--- src/rtl/irq_ctrl_pkg.sv ---
package irq_ctrl_pkg;
  localparam int ADDR_W = 3;

  typedef enum logic [ADDR_W-1:0] {
    RA_MASK = 3'd0,
    RA_MODE = 3'd1,
    RA_STAT = 3'd2,
    RA_ACK  = 3'd3,
    RA_SET  = 3'd4
  } reg_addr_e;
endpackage

--- src/rtl/irq_regs.sv ---
module irq_regs
  import irq_ctrl_pkg::*;
#(
  parameter int N_LINES = 8
) (
  input  logic               clk,
  input  logic               rst,
  input  logic               we,
  input  logic [ADDR_W-1:0]  addr,
  input  logic [N_LINES-1:0] wdata,
  input  logic [N_LINES-1:0] status,
  output logic [N_LINES-1:0] mask_q,
  output logic [N_LINES-1:0] mode_q,
  output logic               st_wr,
  output logic [N_LINES-1:0] ack_bits,
  output logic [N_LINES-1:0] set_bits,
  output logic [N_LINES-1:0] rdata
);
  localparam logic [N_LINES-1:0] ZERO = '0;

  // write strobes towards the status bits
  always_comb begin
    st_wr    = we && (addr == RA_STAT);
    ack_bits = (we && (addr == RA_ACK)) ? wdata : ZERO;
    set_bits = (we && (addr == RA_SET)) ? wdata : ZERO;
  end

  always_ff @(posedge clk) begin
    if (rst) begin
      mask_q <= ZERO;
      mode_q <= ZERO;
    end else if (we) begin
      if (addr == RA_MASK) mask_q <= wdata;
      if (addr == RA_MODE) mode_q <= wdata;
    end
  end

  always_ff @(posedge clk) begin
    if (rst) begin
      rdata <= ZERO;
    end else begin
      case (addr)
        RA_MASK: rdata <= mask_q;
        RA_MODE: rdata <= mode_q;
        RA_STAT: rdata <= status;
        default: rdata <= ZERO;
      endcase
    end
  end
endmodule

--- src/rtl/irq_line.sv ---
module irq_line (
  input  logic clk,
  input  logic rst,
  input  logic req_i,
  input  logic rise_i,
  input  logic edge_mode_i,
  input  logic st_wr_i,
  input  logic st_wval_i,
  input  logic ack_i,
  input  logic set_i,
  output logic pend_o
);
  logic nxt;

  always_comb begin
    nxt = st_wr_i ? st_wval_i : pend_o;
    nxt = nxt & ~ack_i;
    nxt = nxt | set_i;
    // hardware request applied last so it beats any clear
    nxt = nxt | (edge_mode_i ? rise_i : req_i);
  end

  always_ff @(posedge clk) begin
    if (rst) pend_o <= 1'b0;
    else     pend_o <= nxt;
  end
endmodule

--- src/rtl/irq_ctrl.sv ---
module irq_ctrl
  import irq_ctrl_pkg::*;
#(
  parameter int N_LINES = 8
) (
  input  logic               clk,
  input  logic               rst,
  input  logic [N_LINES-1:0] irq_in,
  input  logic               we,
  input  logic [ADDR_W-1:0]  addr,
  input  logic [N_LINES-1:0] wdata,
  output logic [N_LINES-1:0] rdata,
  output logic               irq_o
);
  logic [N_LINES-1:0] mask_q, mode_q, status_q, in_q, rise;
  logic [N_LINES-1:0] ack_bits, set_bits;
  logic               st_wr;

  irq_regs #(.N_LINES(N_LINES)) u_regs (
    .clk(clk), .rst(rst), .we(we), .addr(addr), .wdata(wdata),
    .status(status_q), .mask_q(mask_q), .mode_q(mode_q),
    .st_wr(st_wr), .ack_bits(ack_bits), .set_bits(set_bits),
    .rdata(rdata)
  );

  always_ff @(posedge clk) begin
    if (rst) in_q <= '0;
    else     in_q <= irq_in;
  end

  assign rise = irq_in & ~in_q;

  for (genvar i = 0; i < N_LINES; i++) begin : g_line
    irq_line u_line (
      .clk(clk), .rst(rst),
      .req_i(irq_in[i]), .rise_i(rise[i]), .edge_mode_i(mode_q[i]),
      .st_wr_i(st_wr), .st_wval_i(wdata[i]),
      .ack_i(ack_bits[i]), .set_i(set_bits[i]),
      .pend_o(status_q[i])
    );
  end

  always_ff @(posedge clk) begin
    if (rst) irq_o <= 1'b0;
    else     irq_o <= |(status_q & mask_q);
  end
endmodule

--- config.mk ---
export PLATFORM = sky130hd
export DESIGN_NAME = irq_ctrl
export DESIGN_NICKNAME = d
export VERILOG_FILES = /design/src/rtl/irq_ctrl_pkg.sv /design/src/rtl/irq_regs.sv /design/src/rtl/irq_line.sv /design/src/rtl/irq_ctrl.sv
export SDC_FILE = /design/constraint.sdc
export NUM_CORES = 1
export LEC_CHECK = 0
export ABC_AREA = 1
export ABC_CLOCK_PERIOD_IN_PS = 2060
export BUFFER_PORTS_ARGS = -buffer_cell sky130_fd_sc_hd__buf_2
export CAP_MARGIN = 0
export CORE_MARGIN = 8
export CORE_UTILIZATION = 50
export CTS_BUF_LIST = sky130_fd_sc_hd__clkbuf_8
export CTS_CLUSTER_DIAMETER = 200
export DETAILED_ROUTE_END_ITERATION = 6
export PLACE_DENSITY = 0.8
export SLEW_MARGIN = 20
export SYNTH_ARGS = -nofsm -noshare
export SYNTH_HDL_FRONTEND = slang
export SYNTH_HIERARCHICAL = 1
export SYNTH_SLANG_ARGS = --single-unit
--- constraint.sdc ---
create_clock -name clk -period 2.06 [get_ports clk]
set_input_delay 0.103 -clock clk [delete_from_list [all_inputs] [get_ports clk]]
set_output_delay 0.103 -clock clk [all_outputs]
set_load 0.005 [all_outputs]
# ---- Word-level counts from Yosys, hierarchy flattened
# Cells that the tools add are included.
dict set report classes {
  n_addsub 0
  mul 0
  div_mod_pow 0
  magnitude_cmp 0
  eq_ne 4
  n_shift 0
  n_mux 19
  bitwise 35
  reduce_logical 7
}
# op n
set ops {}
lappend ops {{$pmux W8 S3} 1}
lappend ops {{$and A8 B8 Y8} 2}
lappend ops {{$mux W1} 16}
lappend ops {{$mux W8} 2}
lappend ops {{$or A1 B1 Y1} 16}
lappend ops {{$and A1 B1 Y1} 8}
lappend ops {{$not A1 Y1} 8}
lappend ops {{$not A8 Y8} 1}
lappend ops {{$reduce_or A8 Y1} 1}
lappend ops {{$eq A3 B2 Y1 const B} 2}
lappend ops {{$reduce_and A2 Y1} 2}
lappend ops {{$eq A3 B1 Y1 const B} 1}
lappend ops {{$eq A3 B3 Y1 const B} 1}
lappend ops {{$logic_and A1 B1 Y1} 3}
lappend ops {{$logic_not A3 Y1} 1}
dict set report totals {
  register_bits 41
  latchBits 0
  ram_bits 0
  romBits 0
  inputBits 22
  mem_count 0
}

# ---- Logic depth before layout (Yosys ltp)
dict set report depth {
  ltp_word 7
  mapped_depth 8
  mapped_depth_nobuf 7
}

# ---- Cells and area by module
# The synthesis kept the hierarchy.
# mod instances cells_per_inst area_per_inst_um2 seq_area_each_um2
set by_module_without_submodules {}
lappend by_module_without_submodules {irq_regs 1 176 1222.4 480.5}
lappend by_module_without_submodules {irq_line 8 15 75.1 20.0}
lappend by_module_without_submodules {irq_ctrl 1 49 332.8 180.2}

# ---- Least setup slack after synthesis
# No wires, ideal clock.
dict set report synth_path {
  path_type {input to register}
  from {input port addr[1]}
  to {register g_line[0].u_line.pend_o}
  setup_ns 0.070
  arrival_ns 1.399
  required_time_ns 1.990
  setup_slack_ns 0.592
  cell_stages 7
  path_buffers 1
  cell_sequence {buf_4 > inv_2 > nor4_2 > inv_1 > nand2_1 > nand3_1 > a21oi_1}
}
# item line
set synth_lines {}
lappend synth_lines {{start, declared} irq_ctrl.sv:10} ;# input logic [ADDR_W-1:0] addr,
lappend synth_lines {{$eq A3 B2 Y1} irq_regs.sv:23} ;# st_wr = we && (addr == RA_STAT);
lappend synth_lines {{$logic_and A1 B1 Y1} irq_regs.sv:23}
lappend synth_lines {{named net st_wr} irq_ctrl.sv:17} ;# logic st_wr;
lappend synth_lines {{$mux W1} irq_line.sv:16} ;# nxt = st_wr_i ? st_wval_i : pend_o;
lappend synth_lines {{$and A1 B1 Y1} irq_line.sv:17} ;# nxt = nxt & ~ack_i;
lappend synth_lines {{$or A1 B1 Y1} irq_line.sv:18} ;# nxt = nxt | set_i;
lappend synth_lines {{$or A1 B1 Y1} irq_line.sv:20} ;# nxt = nxt | (edge_mode_i ? rise_i : req_i);
lappend synth_lines {{end signal, assigned} irq_line.sv:25} ;# else pend_o <= nxt;
lappend synth_lines {{end, declared} irq_line.sv:11} ;# output logic pend_o
# The timed path passes the listed nets, and every way through them passes these cells.
# A chain may end at the register's enable or synchronous reset.

# ---- Worst setup path in the final report
dict set report layout_path {
  from {input port we}
  to {register g_line[0].u_line.pend_o}
}
# item line
set layout_lines {}
lappend layout_lines {{start, declared} irq_ctrl.sv:9} ;# input logic we,
lappend layout_lines {{$logic_and A1 B1 Y1} irq_regs.sv:23}
lappend layout_lines {{named net st_wr} irq_ctrl.sv:17}
lappend layout_lines {{$mux W1} irq_line.sv:16}
lappend layout_lines {{$and A1 B1 Y1} irq_line.sv:17}
lappend layout_lines {{$or A1 B1 Y1} irq_line.sv:18}
lappend layout_lines {{$or A1 B1 Y1} irq_line.sv:20}
# The timed path passes the listed nets, and every way through them passes these cells.

==> summary.txt <==
Floorplan
  – Starting Density: 50.6%
  – I/O Pins: 31
  – Chip height: 81.7 um
  – Row count: 24
  – Die width: between 80 and 90 um
  – Die area: 0.00667 mm^2
  – Core Box Area: 0.00426 mm^2

Clocking
  – CTS tree: done
  – Clock Sinks: 41
  – Clk buf depth: 2
  – H-tree depth: 2
  – Hold Buf Count CTS: 0
  – Number of post-CTS setup repair buffers: 0
  – CTS Buf Count: 5
  – Clk root buf: clkbuf_8
  – CTS resizes: 0
  – Clk pin slew, worst setup/hold paths: 80 ps
  – Clk Latency, worst-skew pair: roughly 300 ps

Global routing
  – Largest net degree at the start of global routing: 29
  – Vias in the first global route: 1898
  – Grt ovf: 0
  – Gr usage total: between 15 and 20%
  – Initial antenna violation count: 0
  – First-pass GRT wire length: 8820 um

Synthesis
  – Warnings, synthesis: 6
  – Number of distinct library cells after synthesis: 16
  – Syn avg cell area: 6.25 um^2
  – Register area share after synthesis: 38.1%
  – Synth Net Count: 367
  – Syn Inst Count: roughly 350
  – Cell Area, Synth: 0.00216 mm^2
  – Synthesized flop and latch total: 41

Worst setup path
  – Worst Setup Start Kind: primary input
  – Crit Path Class: in -> reg
  – Crit. End Element: flop
  – R2r worst-path depth: 4
  – Crit-path max FO: 20
  – CP Data Arrival Time: 1390 ps
  – Worst path required time: 2290 ps

STA
  – Max-slew violation count: 0
  – Slew HR: 62.6%
  – Max Clk Rate: 864 MHz
  – Final hold violations: 0
  – Pin slew with the least headroom to its limit: approximately 560 ps
  – Final cycle utilization of the critical path: 56.2%
  – RSZ-0062 raised after global routing: no
  – Setup TNS: 0 ps
  – Final setup vio count: 0
  – Final setup skew: 7.21 ps
  – Minimum clock period: 1160 ps

Placement
  – Post-DP HPWL: between 3000 and 4000 um
  – Final Wtd Congestion: 0.929
  – Placed cell area: 0.00233 mm^2
  – Port buffer count: 30

Hold path
  – HP Class: in -> reg
  – Hold path depth: 3

Power and ir drop
  – Worst vdd ir: 0.345 mV
  – Static Leak: 1.30 nW
  – Pwr dens: a little over 700 mW/mm^2
  – Final Power: 0.00172 W

Detailed routing
  – Drt total wl: about 5300 um
  – Vias per std cell: 4.92
  – Wire per inst: 12.4 um
  – Starting DRC count in detailed routing: 257
  – First-pass DRT Iterations: 4
  – Vias: 2105
  – DRC viols: 0
  – Post-route ant nets: 0

Layout
  – Final nets: 397
  – Layout cell share with drive strength beyond 1: about 14%
  – Design Area, Final: 0.00244 mm^2
  – Syn-to-layout area delta: 13.4%
  – ANT cells: 0

Job
  – Maxcap violations: 0

Outcome
  – Status: completed
[metal layers]
metal / track usage [%] / vias up / part of all wire, %
met2: 27.8 / 57 / 47
met4: 6.32 / 0 / 1.2
met5: 0 / - / 0
li1: - / 1110 / -
met3: 4.81 / 6 / 8.2
met1: 21.1 / 932 / 44
[sequential cells by signal, summed over array words and instances, names as in the netlist]
name and flops:
u_regs/mode_q 8, irq_o 1, u_regs/rdata 8, in_q 8, g_line.u_line/pend_o 8, u_regs/mask_q 8
[path summary, 6_finish.rpt]
path / startpoint / endpoint / slack, ps
hold / removal: irq_in[6] / in_q[6] / 30
setup reg to reg: g_line[2].u_line/pend_o / irq_o / 1230
hold reg to reg: u_regs/mask_q[0] / u_regs/mask_q[0] / 480
setup / recovery: we / g_line[0].u_line/pend_o / 900
[placed cells by master (no fill, tap or decap)]
master / count
buf_4: 4
nor2_2: 2
nor4_2: 1
clkbuf_8: 6
inv_1: 75
inv_2: 3
a21oi_1: 17
nand3_1: 38
bufinv_16: 1
nand4_1: 19
nor2_1: 66
nor2_4: 1
nand2_1: 69
nor3_4: 1
buf_2: 30
dfxtp_1: 41
nand3_2: 2
[area by class of cell]
type	count	area [um^2]
Timing Repair Buffer	34	180
Multi-Input combinational cell	216	973
Clock buffer	6	82.6
Sequential cell	41	821
Fill cell	425	1820
Tap cell	52	65.1
Inverter	77	289
Clock inverter	2	33.8
[report_power, final]
part	leakage, nW	switching (W)	internal [W]
logic	0.901	0.000134	0.0000701
clock network	0.0626	0.000275	0.000390
registers	0.336	0.0000246	0.000827
total	1.30	0.000434	0.00129
[kinds of logic (layout without fill, tap and decap cells)]
group / Yosys count / after routing / synth area share [%]
AND/OR/NAND/NOR: 199 / 199 / 41.2
flip-flops: 41 / 41 / 38.1
AO/OA/AOI/OAI: 17 / 17 / 3.95
buffers and inverters: 88 / 119 / 16.8
[worst max-delay path, stage by stage]
cell and delay (ps):
buf_2 340, inv_1 170, nor4_2 170, buf_4 270, inv_1 70, nand2_1 70
nand3_1 80, a21oi_1 120
[per-stage QoR]
step	hold slack, ps	setup slack (ps)	utilization (%)	std cells
after floorplan	172	592	-	345
after global placement	331	640	54.6	420
after detailed placement	337	617	54.6	420
after CTS	20.1	921	57.3	428
after global routing	34.9	752	57.3	428
final	26.9	903	57.3	428
[cells in the mapped netlist]
| cell type | count | area (um^2) |
|---|---|---|
| buf_4 | 2 | 15.0 |
| nand2_1 | 69 | 259 |
| buf_2 | 7 | 35.0 |
| dfxtp_1 | 41 | 821 |
| nor2_4 | 1 | 11.3 |
| inv_2 | 3 | 11.3 |
| nand3_2 | 2 | 20.0 |
| inv_1 | 74 | 278 |
| nor2_2 | 2 | 12.5 |
| nor2_1 | 66 | 248 |
| nor3_4 | 1 | 16.3 |
| buf_6 | 2 | 22.5 |
| nand4_1 | 19 | 119 |
| nand3_1 | 38 | 190 |
| nor4_2 | 1 | 12.5 |
| a21oi_1 | 17 | 85.1 |
Power figures use the tool's default switching activity.
